===== src/rtl/mesi_pkg.sv =====
`timescale 1ns/1ps
package mesi_pkg;
    typedef enum logic [1:0] {
        ST_I = 2'd0,
        ST_S = 2'd1,
        ST_E = 2'd2,
        ST_M = 2'd3
    } line_st_e;

    typedef enum logic [1:0] {
        BUS_NONE = 2'd0,
        BUS_RD   = 2'd1,
        BUS_RDX  = 2'd2,
        BUS_RDXI = 2'd3
    } bus_op_e;
endpackage


===== src/rtl/mesi_peer_scan.sv =====
`timescale 1ns/1ps
module mesi_peer_scan
    import mesi_pkg::*;
#(
    parameter int NUM_CACHES = 4,
    parameter int ID_W       = 2
) (
    input  line_st_e          st_i [NUM_CACHES],
    input  logic [ID_W-1:0]   req_id_i,
    output logic              peer_m_o,
    output logic [ID_W-1:0]   peer_m_idx_o,
    output logic              peer_clean_o
);
    // Summarise the other caches' states as seen from the requester.
    always_comb begin
        peer_m_o     = 1'b0;
        peer_m_idx_o = '0;
        peer_clean_o = 1'b0;
        for (int i = 0; i < NUM_CACHES; i++) begin
            if (ID_W'(i) != req_id_i) begin
                unique case (st_i[i])
                    ST_M: begin
                        peer_m_o     = 1'b1;
                        peer_m_idx_o = ID_W'(i);
                    end
                    ST_E, ST_S: peer_clean_o = 1'b1;
                    default: ;
                endcase
            end
        end
    end
endmodule


===== src/rtl/mesi_txn_ctrl.sv =====
`timescale 1ns/1ps
module mesi_txn_ctrl
    import mesi_pkg::*;
#(
    parameter int NUM_CACHES = 4,
    parameter int ID_W       = 2,
    parameter int DATA_W     = 8,
    parameter int SUP_W      = ID_W + 1
) (
    input  line_st_e           st_i      [NUM_CACHES],
    input  logic [DATA_W-1:0]  data_i    [NUM_CACHES],
    input  logic [DATA_W-1:0]  mem_i,
    input  logic [ID_W-1:0]    req_id_i,
    input  logic               req_store_i,
    input  logic [DATA_W-1:0]  req_wdata_i,
    input  logic               peer_m_i,
    input  logic [ID_W-1:0]    peer_m_idx_i,
    input  logic               peer_clean_i,
    output line_st_e           nxt_st_o  [NUM_CACHES],
    output logic [DATA_W-1:0]  nxt_data_o[NUM_CACHES],
    output logic               mem_we_o,
    output logic [DATA_W-1:0]  mem_wd_o,
    output bus_op_e            busop_o,
    output logic [SUP_W-1:0]   sup_o,
    output logic [DATA_W-1:0]  rdata_o
);
    localparam logic [SUP_W-1:0] SUP_NONE = SUP_W'(0);
    localparam logic [SUP_W-1:0] SUP_MEM  = SUP_W'(1);

    line_st_e own_st;
    assign own_st = st_i[req_id_i];

    always_comb begin
        for (int i = 0; i < NUM_CACHES; i++) begin
            nxt_st_o[i]   = st_i[i];
            nxt_data_o[i] = data_i[i];
        end
        mem_we_o = 1'b0;
        mem_wd_o = mem_i;
        busop_o  = BUS_NONE;
        sup_o    = SUP_NONE;
        rdata_o  = '0;

        if (!req_store_i) begin
            unique case (own_st)
                ST_M, ST_E, ST_S: rdata_o = data_i[req_id_i];   // load hit
                ST_I: begin
                    busop_o = BUS_RD;
                    if (peer_m_i) begin                          // dirty owner serves and writes back
                        sup_o                    = {1'b1, peer_m_idx_i};
                        rdata_o                  = data_i[peer_m_idx_i];
                        mem_we_o                 = 1'b1;
                        mem_wd_o                 = data_i[peer_m_idx_i];
                        nxt_st_o[peer_m_idx_i]   = ST_S;
                        nxt_st_o[req_id_i]       = ST_S;
                        nxt_data_o[req_id_i]     = data_i[peer_m_idx_i];
                    end else begin
                        sup_o   = SUP_MEM;
                        rdata_o = mem_i;
                        for (int i = 0; i < NUM_CACHES; i++)
                            if (st_i[i] == ST_E) nxt_st_o[i] = ST_S;
                        nxt_st_o[req_id_i]   = peer_clean_i ? ST_S : ST_E;
                        nxt_data_o[req_id_i] = mem_i;
                    end
                end
            endcase
        end else begin
            nxt_st_o[req_id_i]   = ST_M;
            nxt_data_o[req_id_i] = req_wdata_i;
            unique case (own_st)
                ST_M, ST_E: ;                                    // silent store hit
                ST_S: begin
                    busop_o = BUS_RDX;
                    sup_o   = {1'b1, req_id_i};
                end
                ST_I: begin
                    if (peer_m_i) begin
                        busop_o = BUS_RDXI;
                        sup_o   = {1'b1, peer_m_idx_i};
                    end else begin
                        busop_o = BUS_RDX;
                        sup_o   = SUP_MEM;
                    end
                end
            endcase
            if (own_st == ST_S || own_st == ST_I) begin
                for (int i = 0; i < NUM_CACHES; i++)
                    if (ID_W'(i) != req_id_i) nxt_st_o[i] = ST_I;
            end
        end
    end
endmodule


===== src/rtl/mesi_line.sv =====
`timescale 1ns/1ps
module mesi_line
    import mesi_pkg::*;
#(
    parameter int DATA_W = 8
) (
    input  logic              clk,
    input  logic              rst_n,
    input  logic              upd_i,
    input  line_st_e          nxt_st_i,
    input  logic [DATA_W-1:0] nxt_data_i,
    output line_st_e          st_o,
    output logic [DATA_W-1:0] data_o
);
    always_ff @(posedge clk) begin
        if (!rst_n) begin
            st_o   <= ST_I;
            data_o <= '0;
        end else if (upd_i) begin
            st_o   <= nxt_st_i;
            data_o <= nxt_data_i;
        end
    end
endmodule


===== src/rtl/mesi_snoop_ctrl.sv =====
`timescale 1ns/1ps
module mesi_snoop_ctrl
    import mesi_pkg::*;
#(
    parameter  int NUM_CACHES = 4,
    parameter  int DATA_W     = 8,
    localparam int ID_W       = $clog2(NUM_CACHES),
    localparam int SUP_W      = ID_W + 1
) (
    input  logic                    clk,
    input  logic                    rst_n,
    input  logic                    req_valid,
    input  logic [ID_W-1:0]         req_id,
    input  logic                    req_store,
    input  logic [DATA_W-1:0]       req_wdata,
    output logic                    rsp_valid,
    output logic [1:0]              rsp_busop,
    output logic [SUP_W-1:0]        rsp_supplier,
    output logic [DATA_W-1:0]       rsp_rdata,
    output logic [2*NUM_CACHES-1:0] cache_state_o,
    output logic [DATA_W-1:0]       mem_data_o
);
    line_st_e          st       [NUM_CACHES];
    logic [DATA_W-1:0] data     [NUM_CACHES];
    line_st_e          nxt_st   [NUM_CACHES];
    logic [DATA_W-1:0] nxt_data [NUM_CACHES];

    logic              peer_m, peer_clean;
    logic [ID_W-1:0]   peer_m_idx;
    logic              mem_we;
    logic [DATA_W-1:0] mem_wd, mem_q;
    bus_op_e           busop;
    logic [SUP_W-1:0]  sup;
    logic [DATA_W-1:0] rdata;

    mesi_peer_scan #(.NUM_CACHES(NUM_CACHES), .ID_W(ID_W)) u_scan (
        .st_i         (st),
        .req_id_i     (req_id),
        .peer_m_o     (peer_m),
        .peer_m_idx_o (peer_m_idx),
        .peer_clean_o (peer_clean)
    );

    mesi_txn_ctrl #(.NUM_CACHES(NUM_CACHES), .ID_W(ID_W), .DATA_W(DATA_W), .SUP_W(SUP_W)) u_txn (
        .st_i         (st),
        .data_i       (data),
        .mem_i        (mem_q),
        .req_id_i     (req_id),
        .req_store_i  (req_store),
        .req_wdata_i  (req_wdata),
        .peer_m_i     (peer_m),
        .peer_m_idx_i (peer_m_idx),
        .peer_clean_i (peer_clean),
        .nxt_st_o     (nxt_st),
        .nxt_data_o   (nxt_data),
        .mem_we_o     (mem_we),
        .mem_wd_o     (mem_wd),
        .busop_o      (busop),
        .sup_o        (sup),
        .rdata_o      (rdata)
    );

    for (genvar g = 0; g < NUM_CACHES; g++) begin : g_line
        mesi_line #(.DATA_W(DATA_W)) u_line (
            .clk        (clk),
            .rst_n      (rst_n),
            .upd_i      (req_valid),
            .nxt_st_i   (nxt_st[g]),
            .nxt_data_i (nxt_data[g]),
            .st_o       (st[g]),
            .data_o     (data[g])
        );
        assign cache_state_o[2*g +: 2] = st[g];
    end

    always_ff @(posedge clk) begin
        if (!rst_n)                  mem_q <= '0;
        else if (req_valid && mem_we) mem_q <= mem_wd;
    end
    assign mem_data_o = mem_q;

    always_ff @(posedge clk) begin
        if (!rst_n) begin
            rsp_valid    <= 1'b0;
            rsp_busop    <= BUS_NONE;
            rsp_supplier <= '0;
            rsp_rdata    <= '0;
        end else begin
            rsp_valid    <= req_valid;
            rsp_busop    <= req_valid ? busop : BUS_NONE;
            rsp_supplier <= req_valid ? sup   : '0;
            rsp_rdata    <= req_valid ? rdata : '0;
        end
    end
endmodule


===== config.mk =====
export PLATFORM = sky130hd
export DESIGN_NAME = mesi_snoop_ctrl
export DESIGN_NICKNAME = d
export VERILOG_FILES = /design/src/rtl/mesi_pkg.sv /design/src/rtl/mesi_peer_scan.sv /design/src/rtl/mesi_txn_ctrl.sv /design/src/rtl/mesi_line.sv /design/src/rtl/mesi_snoop_ctrl.sv
export SDC_FILE = /design/constraint.sdc
export NUM_CORES = 1
export LEC_CHECK = 0
export BUFFER_PORTS_ARGS = -buffer_cell sky130_fd_sc_hd__buf_2
export CORE_ASPECT_RATIO = 2
export CORE_UTILIZATION = 60
export DETAILED_ROUTE_END_ITERATION = 12
export MAX_ROUTING_LAYER = met4
export PLACE_DENSITY = 0.91
export RECOVER_POWER = 25
export SLEW_MARGIN = 15
export SYNTH_ARGS = -nofsm -noshare
export SYNTH_HDL_FRONTEND = slang
export SYNTH_HIERARCHICAL = 1
export SYNTH_SLANG_ARGS = --single-unit
export TNS_END_PERCENT = 30

===== constraint.sdc =====
create_clock -name clk -period 6.7 [get_ports clk]
set_input_delay 1.34 -clock clk [delete_from_list [all_inputs] [get_ports clk]]
set_output_delay 1.34 -clock clk [all_outputs]
set_load 0.01 [all_outputs]

* Word-level counts from Yosys, hierarchy flattened
Cells that the tools add are included.
** Storage, ports and cells
- Flip-flop bits (word level) :: 62
- Input bits :: 14
- Output and inout bits :: 30
- Logic and storage cells :: 145
** Operators by class
- Order comparisons :: 4
- Eq/ne operators :: 18
- Muxes and demuxes :: 82
- Bitwise gates (word level) :: 12
- Reductions and logical operators :: 16
** Operators with widths (count)
- $bwmux W32 :: 3
- $mux W32 :: 3
- $mux W8 :: 10
- $mux W2 :: 31
- $bmux W8 S2 :: 2
- $mux W1 :: 22
- $eq A2 B2 Y1 const B :: 10
- $demux W8 S2 :: 1
- $pmux W8 S2 :: 1
- $eq A2 B1 Y1 const B :: 5
- $mux W3 :: 3
- $and A4 B4 Y4 :: 2
- $bwmux W8 :: 1
- $demux W2 S2 :: 2
- $not A4 Y4 :: 2
- $or A4 B4 Y4 :: 2
- $or A8 B8 Y8 :: 1
- $reduce_or A2 Y1 :: 4
- $ge A3 B3 Y1 const B :: 2
- $lt A3 B1 Y1 const B :: 2
- $not A2 Y3 :: 2
- $pmux W3 S2 :: 1
- $reduce_or A3 Y1 :: 2
- $bmux W2 S2 :: 1
- other kinds (10) :: 17

* Logic depth before layout (Yosys ltp)
Gate-level depths: netlist of run 1.
- Depth after elaboration :: 18
- Mapped depth :: 12
- Mapped depth without buffers :: 10

* Hierarchy
Netlist of run 1, hierarchy kept.
** By module, submodules not included
- mesi_txn_ctrl :: times used 1, cells an instance 228, area an instance 1666.6 um^2, sequential area each 0.0 um^2
- mesi_line :: times used 4, cells an instance 31, area an instance 374.1 um^2, sequential area each 200.2 um^2
- mesi_snoop_ctrl :: times used 1, cells an instance 68, area an instance 735.7 um^2, sequential area each 440.4 um^2
- mesi_peer_scan :: times used 1, cells an instance 24, area an instance 180.2 um^2, sequential area each 0.0 um^2

* Worst setup path before layout of run 1
No wires, ideal clock.
- Path kind :: input -> register
- From :: input req_id[0]
- To :: register g_line[0].u_line.data_o[5]
- Library setup time :: 116 ps
- Arrival time :: 3499 ps
- Required time :: 6584 ps
- Path slack :: 3085 ps
- Stages on the path :: 12
- Cells stage by stage :: buf_6 > nor2_1 > a21o_1 > a22o_1 > clkbuf_1 > buf_2 > mux4_2 > mux2i_1 > o21ai_4 > a22o_1 > mux2i_1 > nor2b_1
** RTL lines
- start: declaration :: RTL line mesi_snoop_ctrl.sv:13 : input logic [ID_W-1:0] req_id,
- end signal: assignment :: RTL line mesi_line.sv:21 : data_o <= nxt_data_i;
- end: declaration :: RTL line mesi_line.sv:13 : output logic [DATA_W-1:0] data_o

* Worst setup path in the final report of run 1
- From :: input req_id[0]
- To :: register mem_q[6], in the netlist mem_data_o[6]
** Between the ends
- Cells in the longest elaborated chain, start to end :: 13
- Elaborated cells between the ends (all ways) :: 31
** Ends and longest elaborated chain
- $reduce_bool A2 Y1 :: RTL line mesi_peer_scan.sv:20 : if (ID_W'(i) != req_id_i) begin
- $mux W1 :: RTL line mesi_peer_scan.sv:20
- $mux W1 :: RTL line mesi_peer_scan.sv:21 : unique case (st_i[i])
- $mux W1 :: RTL line mesi_peer_scan.sv:20
- $mux W1 :: RTL line mesi_peer_scan.sv:21
- $mux W1 :: RTL line mesi_peer_scan.sv:20
- $mux W1 :: RTL line mesi_peer_scan.sv:21
- $mux W1 :: RTL line mesi_peer_scan.sv:20
- $mux W1 :: RTL line mesi_txn_ctrl.sv:49 : if (peer_m_i) begin
- $mux W1 * :: RTL line mesi_txn_ctrl.sv:45 : unique case (own_st)
- $mux W1 * :: RTL line mesi_txn_ctrl.sv:44 : if (!req_store_i) begin
- named net mem_we :: RTL line mesi_snoop_ctrl.sv:30 : logic mem_we;
- $logic_and A1 B1 Y1 * :: RTL line mesi_snoop_ctrl.sv:78 : else if (req_valid && mem_we) mem_q <= mem_wd;
- $reduce_and A3 Y1 (no line) *
- end signal: assignment :: RTL line mesi_snoop_ctrl.sv:78
- end: declaration :: RTL line mesi_snoop_ctrl.sv:31 : logic [DATA_W-1:0] mem_wd, mem_q;
Mark *: on every way through the listed nets, which the timed path passes. The rest lies on a longest branch. The select of a mux whose other input is x is not followed.
A chain may end at the register's enable or synchronous reset.

==> summary.md, run 1 <==
| Metric | Value |
|---|---|
| # clock sinks | `62` |
| Routability cong. | `0.962` |
| Launch point of the worst reg-to-reg path | `g_line[2].u_line/st_o[0]$_SDFFE_PN0P_` |
| DIE AREA | `7150 sq um` |
| Post-synthesis compound-gate area fraction | `20.2%` |
| Met1 WL | `3940 um` |
| Largest family of logic cells by synthesized area | `multiplexers` |
| Total length of routed met3 wires | `between 800 and 900 um` |
| Clock-pin slew on the worst setup and hold paths | `50 ps` |
| Fill cell count | `518` |
| LEAKAGE | `1.73 nW` |
| Die H | `119 um` |
| First-pass GRT wire length | `16300 um` |
| Worst-Margin Slew | `2420 ps` |
| Clock root cell | `clkbuf_16` |
| Antenna violations before repair | `0` |
| Post-route cell area | `4460 sq um` |
| Largest net degree at the start of global routing | `71` |
| Register area | `1240 sq um` |
| Simple-Gate Fraction of Synth Area | `19.9%` |
| Worst rel slew slack | `-61.6%` |
| Synth Net Count | `between 400 and 500` |
| Bufs and invs on worst path | `1` |
| Cell Rows | `between 40 and 50` |
| Cell taking the most area after synthesis | `dfxtp_1` |
| Crit path kind | `input pin to flop` |
| Required time worst endpoint | `6910 ps` |
| Core Box Area | `6570 sq um` |
| Post-cts gate resize count | `0` |
| Failing checks | `max-capacitance violations, max-slew violations` |
| Initial Util | `62.1%` |
| Die span in x | `60.3 um` |
| Worst r2r dst | `mem_data_o[6]$_SDFFE_PN0P_` |
| Sequential share of the synthesized area | `30.4%` |
| 1st-pass router iterations | `5` |
| MaxCap Viol Count | `1` |
| R2R cell count | `8` |
| Critical-path maximum fanout | `29` |
| Synth warnings | `6` |
| Pre-CTS setup slack | `2310 ps` |
| Area of the multi-input gates | `2590 sq um` |
| H-Tree Depth | `3` |
| Number of global-route vias before repair | `between 3000 and 4000` |
| RSZ-0062 raised after global routing | `false` |
| Drt initial violations | `roughly 400` |
| Ys async rst share | `0%` |
| Layout cells sized above 1 | `14.7%` |
| Top cell type's share of synthesized area | `30.4%` |
| Ports | `44` |
| Buffers on Ports | `43` |
| Adder-cell share of the synthesized area | `~1.2%` |
| Crit path max-delay family | `simple AND/OR/NAND/NOR gates` |
| Synth-to-Final Area Change | `9.45%` |
| Prevailing post-synth register cell | `dfxtp_1` |
| CP arrival | `between 4000 and 5000 ps` |
| Min Tclk post-route | `between 4000 and 5000 ps` |
| FF+latch count, synth | `62` |
| Avg Inst Size Synth | `9.19 sq um` |
| Path length in cells of the critical path | `7` |
| # hold bufs at CTS | `0` |
| Setup violations, final | `0` |
| Routed wl met2 | `slightly above 5000 um` |
| Slew Viols, Final | `71` |
| Max stage delay cell, worst path | `mux4_2` |
| Post-DP HPWL | `~6700 um` |
| Setup TNS | `0 ps` |
| Crit path launch | `req_id[0]` |
| ANT cells | `0` |
| Fin nets | `483` |
| Most area-consuming cells after synthesis | `dfxtp_1 30%, mux2i_1 12%, mux4_2 9.9%, a22o_1 7.1%, nor2b_1 6.7%` |
| Hold Crit Class | `flop to flop` |
| Antenna viol nets, final | `0` |
| Reg-to-reg setup timing slack | `3460 ps` |
| FMAX | `around 240 MHz` |
| Post-CTS Setup Bufs | `0` |
| Tcrit/Tclk final | `61.9%` |
| Distinct cells, synth | `49` |
| CP Capture Type | `flop` |
| Critical Path Max Stage Delay | `around 730 ps` |
| Drt drc | `0` |
| Synth Instances | `444` |
| Startpoint type of the worst setup path | `input pin` |
| Clk Latency, worst-skew pair | `330 ps` |
| Vias | `3639` |
| CTS tree | `built` |
| Final worst setup slack | `2550 ps` |
| Outcome | `complete, but fails checks` |
| Final core utilization | `68.0%` |
| Dpl cell area | `4220 sq um` |
| Netlist Area Pre-Place | `slightly above 4000 sq um` |
| Hold slack final | `505 ps` |
| Clock Tree Buf Depth | `2` |
| Power Density | `218 nW/um^2` |
| Clk_skew | `5.02 ps` |
| Setup crit end | `mem_data_o[6]$_SDFFE_PN0P_` |
| Tot GR Track Use | `31.3%` |
| Drt wl/cell | `between 15 and 20 um` |
| Post-synth EDFFs | `0` |
| Remaining global-route overflow | `0` |
| DR top layer | `met4` |
| Worst-path cell chain | `buf_2 -> mux4_2 -> nor2_2 -> nand2_1 -> nor2_1 -> and2_4 -> o21ai_2` |
| CTS buffer count | `9` |
| Final Hold Viols | `0` |
| Total Wirelength | `10400 um` |
| XOR/XNOR Fraction of Synth Area | `0%` |
| Mux share of post-synthesis cell area | `22.2%` |
| Max VDD drop | `117 uV` |
| Vias/cell | `6.54` |
## worst min-delay path: cells and delay by family (launching register included)
family / cells / cell delay, ps
simple gates: 1 / 80
compound gates: 1 / 50
flops: 1 / 330
## per-layer routing
metal	up-vias	track usage, %
met2	227	48.1
met3	55	6.24
met5	-	-
met1	1680	35.2
met4	0	21.2
li1	1677	-
## cell usage after synthesis (2+ instances only)
cell type / number
buf_4: 2
a2bb2oi_1: 4
a21oi_1: 16
inv_1: 7
nand2_1: 43
nor3_1: 5
buf_6: 8
ha_1: 4
a32oi_1: 3
o21a_1: 5
a21boi_0: 3
a311o_1: 2
nand4_1: 8
clkbuf_1: 17
nor2_1: 13
o21ai_2: 9
o21ai_1: 20
mux2i_1: 49
a31oi_1: 2
nor2b_1: 44
and3_1: 13
nand2b_1: 12
dfxtp_1: 62
a22o_1: 33
o21ai_0: 3
buf_2: 8
o221ai_1: 4
buf_1: 2
mux4_2: 18
nand3_1: 4
or3_1: 3
## cell families (layout without fill, tap and decap cells)
logic type / after synthesis / after routing
buffers and inverters: 45 / 69
AND/OR/NAND/NOR: 153 / 153
AO/OA/AOI/OAI: 112 / 112
multiplexers: 68 / 68
flip-flops: 62 / 62
adder cells (fa/ha/maj): 4 / 4
## area by class of cell
type,instances,area share [%]
inverter,8,0.673
timing repair buffer,47,4.85
multi-input combinational,337,58.0
clock inverter,1,0.112
sequential,62,27.8
clock buffer,13,6.05
tap,88,2.47
## registers in the layout (all words and copies together) (netlist names)
signal / cells
rsp_rdata: 8
rsp_valid: 1
rsp_busop: 2
rsp_supplier: 3
g_line.u_line/data_o: 32
mem_data_o: 8
g_line.u_line/st_o: 8
## report_power, final
group | internal, mW | leakage (nW) | switching [mW]
clock | 0.275 | 0.138 | 0.153
combinational | 0.0611 | 1.09 | 0.0962
sequential | 0.379 | 0.502 | 0.0108
## worst min-delay path by stage
stage	start	endpoint	slack, ps	cells past startpoint
finish	mem_data_o[3]$_SDFFE_PN0P_	mem_data_o[3]$_SDFFE_PN0P_	500	2
global route	mem_data_o[4]$_SDFFE_PN0P_	mem_data_o[4]$_SDFFE_PN0P_	530	2
CTS	mem_data_o[3]$_SDFFE_PN0P_	mem_data_o[3]$_SDFFE_PN0P_	500	2
detailed placement	mem_data_o[4]$_SDFFE_PN0P_	mem_data_o[4]$_SDFFE_PN0P_	500	2
global placement	mem_data_o[3]$_SDFFE_PN0P_	mem_data_o[3]$_SDFFE_PN0P_	480	2
floorplan	mem_data_o[0]$_SDFFE_PN0P_	mem_data_o[0]$_SDFFE_PN0P_	510	2
## stage by stage
stage | power, mW | instances
finish | 0.975 | 556
detailed placement | 0.549 | 542
global placement | 0.544 | 542
CTS | 0.974 | 556
floorplan | 0.515 | 444
global route | 1.00 | 556
## cell usage in the layout, fill, tap and decap left out, types with 2 or more instances in the layout
| master | synthesis | final |
|---|---|---|
| mux4_2 | 18 | 18 |
| nand3_1 | 4 | 4 |
| a311o_1 | 2 | 2 |
| ha_1 | 4 | 4 |
| o221ai_1 | 4 | 4 |
| o21ai_2 | 9 | 9 |
| a21oi_1 | 16 | 16 |
| mux2i_1 | 49 | 49 |
| a22o_1 | 33 | 33 |
| or3_1 | 3 | 3 |
| and3_1 | 13 | 13 |
| nand4_1 | 8 | 8 |
| o21a_1 | 5 | 5 |
| o21ai_0 | 3 | 3 |
| nor2b_1 | 44 | 44 |
| clkbuf_1 | 17 | 24 |
| o21ai_1 | 20 | 20 |
| inv_1 | 7 | 7 |
| clkbuf_8 | 0 | 3 |
| buf_4 | 2 | 4 |
| dfxtp_1 | 62 | 62 |
| nor3_1 | 5 | 5 |
| a32oi_1 | 3 | 3 |
| a31oi_1 | 2 | 2 |
| nand2_1 | 43 | 43 |
| a2bb2oi_1 | 4 | 4 |
| nand2b_1 | 12 | 12 |
| a21boi_0 | 3 | 3 |
| nor2_1 | 13 | 13 |
| buf_2 | 8 | 20 |
| clkbuf_16 | 0 | 9 |
Power figures use the tool's default switching activity.
==> run 2, diff against run 1 <==
--- a/config.mk
+++ b/config.mk
@@ -7,10 +7,10 @@
 export LEC_CHECK = 0
 export BUFFER_PORTS_ARGS = -buffer_cell sky130_fd_sc_hd__buf_2
 export CORE_ASPECT_RATIO = 2
-export CORE_UTILIZATION = 60
+export CORE_UTILIZATION = 59
 export DETAILED_ROUTE_END_ITERATION = 12
 export MAX_ROUTING_LAYER = met4
-export PLACE_DENSITY = 0.91
+export PLACE_DENSITY = 0.9
 export RECOVER_POWER = 25
 export SLEW_MARGIN = 15
 export SYNTH_ARGS = -nofsm -noshare
==> constraint.sdc (replaced) <==
create_clock -name clk -period 4.3 [get_ports clk]
set_input_delay 0.86 -clock clk [delete_from_list [all_inputs] [get_ports clk]]
set_output_delay 0.86 -clock clk [all_outputs]
set_load 0.01 [all_outputs]
==> run 2 against run 1 <==
The run still ends with max-capacitance violations, max-slew violations left. Critical endpoint is now g_line[1].u_line/data_o[4]$_SDFFE_PN0P_. Highest routed layer unchanged. Sequential cell count stayed put. Clock power is 48% higher. Final cell count is 1.3% higher. Sequential share of layout area is 0.12 points lower. Largest power group unchanged. Total power is 53% higher. Largest cell class unchanged. Global-route usage is 0.76 points higher. Via count is 2.0% higher. First-iteration DRC count is 3.2% higher. Setup slack worse by 1900 ps. Routed wire length is 2.6% higher.
==> summary.md, run 2 (synthesis gave the netlist of run 1 again) <==
| Metric | Value |
|---|---|
| Clock Power Share | `between 40 and 50%` |
| Tcrit/Tclk final | `84.1%` |
| Setup violations, final | `0` |
| Crit path kind | `input pin to flop` |
| Clock Tree Buf Depth | `2` |
| Post-DP HPWL | `6800 um` |
| Power Density | `333 nW/um^2` |
| Commonest non-fill, non-tap cell in the layout | `dfxtp_1` |
| Startpoint type of the worst setup path | `input pin` |
| Part of the power in registers | `40.6%` |
| LEAKAGE | `1.75 nW` |
| Max stage delay cell, worst path | `or3_1` |
| 1st-pass router iterations | `6` |
| Max VDD drop | `slightly below 200 uV` |
| RSZ-0062 raised after global routing | `false` |
| Critical Path Max Stage Delay | `780 ps` |
| Total Wirelength | `approximately 11000 um` |
| Drt drc | `0` |
| Initial Util | `61.6%` |
| Largest net degree at the start of global routing | `71` |
| MaxCap Viol Count | `1` |
| Sw Ratio | `~28%` |
| DIE AREA | `7270 sq um` |
| Clock root cell | `clkbuf_16` |
| Required time worst endpoint | `4550 ps` |
| Outcome | `complete, but fails checks` |
| Ports | `44` |
| Pre-CTS setup slack | `497 ps` |
| Launch point of the worst reg-to-reg path | `g_line[2].u_line/st_o[0]$_SDFFE_PN0P_` |
| Antenna violations before repair | `0` |
| H-Tree Depth | `3` |
| Crit path max-delay family | `simple AND/OR/NAND/NOR gates` |
| Hold Crit Class | `flop to flop` |
| Tot GR Track Use | `32.1%` |
| Hold Startpoint | `mem_data_o[7]$_SDFFE_PN0P_` |
| Worst rel slew slack | `-80.7%` |
| Buffers on Ports | `43` |
| CP Capture Type | `flop` |
| Clk Latency, worst-skew pair | `around 330 ps` |
| Die H | `~120 um` |
| Most frequent cells in the layout | `62 x dfxtp_1, 49 x mux2i_1, 44 x nor2b_1` |
| Synth-to-Final Area Change | `9.94%` |
| # hold bufs at CTS | `0` |
| Final core utilization | `between 60% and 70%` |
| Final Hold Viols | `0` |
| Cell Rows | `42` |
| Min Tclk post-route | `3610 ps` |
| Pint | `1.07 mW` |
| Antenna viol nets, final | `0` |
| Fin nets | `489` |
| Worst-Margin Slew | `2710 ps` |
| CP arrival | `3860 ps` |
| Vias/cell | `6.59` |
| Layout cells sized above 1 | `15.4%` |
| Clk_skew | `5.87 ps` |
| Clock-pin slew on the worst setup and hold paths | `about 50 ps` |
| Overall Power | `1.50 mW` |
| Number of global-route vias before repair | `roughly 3500` |
| CTS tree | `built` |
| NetSw | `421 uW` |
| Routability cong. | `0.958` |
| Crit path launch | `req_id[0]` |
| Remaining global-route overflow | `0` |
| Die span in x | `60.8 um` |
| Critical-path maximum fanout | `29` |
| Biggest register | `g_line.u_line/data_o` |
| ANT cells | `0` |
| Worst-path cell chain | `buf_2 -> mux4_2 -> or3_1 -> o21ai_1 -> a22o_1 -> mux2i_1 -> nor2b_1` |
| Drt wl/cell | `19.0 um` |
| Post-CTS Setup Bufs | `0` |
| Max FFs per register | `32` |
| CTS buffer count | `9` |
| Core Box Area | `6620 sq um` |
| Setup TNS | `0 ps` |
| Failing checks | `max-capacitance violations, max-slew violations` |
| FMAX | `277 MHz` |
| Share of total power in combinational logic | `17.0%` |
| # clock sinks | `62` |
| Bufs and invs on worst path | `1` |
| First-pass GRT wire length | `roughly 17000 um` |
| Slew Viols, Final | `45` |
| Post-cts gate resize count | `0` |
| Drt initial violations | `~420` |
| Final worst setup slack | `685 ps` |
| Vias | `3711` |
## run 2: cell type report
cell class                 instances  area [sq um]
multi-input combinational        337          2590
timing repair buffer              53           262
inverter                           8          30.0
fill                             521          2140
clock buffer                      13           240
tap                               88           110
clock inverter                     2          10.0
sequential                        62          1240
## run 2: path summary, 6_finish.rpt
check	end	slack, ps	cells after the start
worst max-delay path	g_line[1].u_line/data_o[4]$_SDFFE_PN0P_	690	7
worst min-delay path	mem_data_o[7]$_SDFFE_PN0P_	490	2
worst max register to register	g_line[2].u_line/data_o[1]$_SDFFE_PN0P_	1100	10
worst min register to register	mem_data_o[7]$_SDFFE_PN0P_	490	2
## run 2: per-stage QoR
step                area (sq um)  hold slack, ps  instances
floorplan                   4080             507        444
global placement            4260             474        548
detailed placement          4260             482        548
CTS                         4510             490        563
global route                4480             509        563
finish                      4480             494        563
## run 2: tightest hold or removal path, stage by stage (launching register included)
cell	delay [ps]
dfxtp_1	330
nand2_1	80
o21ai_2	40
## run 2: power by group through the flow
stage | clock [mW] | sequential, mW | combinational (mW)
3_3_place_gp | 0 | 0.617 | 0.236
5_1_grt | 0.666 | 0.608 | 0.269
2_1_floorplan | 0 | 0.617 | 0.186
4_1_cts | 0.640 | 0.606 | 0.246
6_report | 0.635 | 0.607 | 0.254
3_5_place_dp | 0 | 0.617 | 0.244
## run 2: layer usage
metal	global-route usage, %	vias to the layer above	share of wire [%]
met3	7.22	56	7.7
met2	50.6	225	51
met1	35.3	1743	37
met4	19.9	0	4.9
li1	-	1687	-
met5	-	-	0
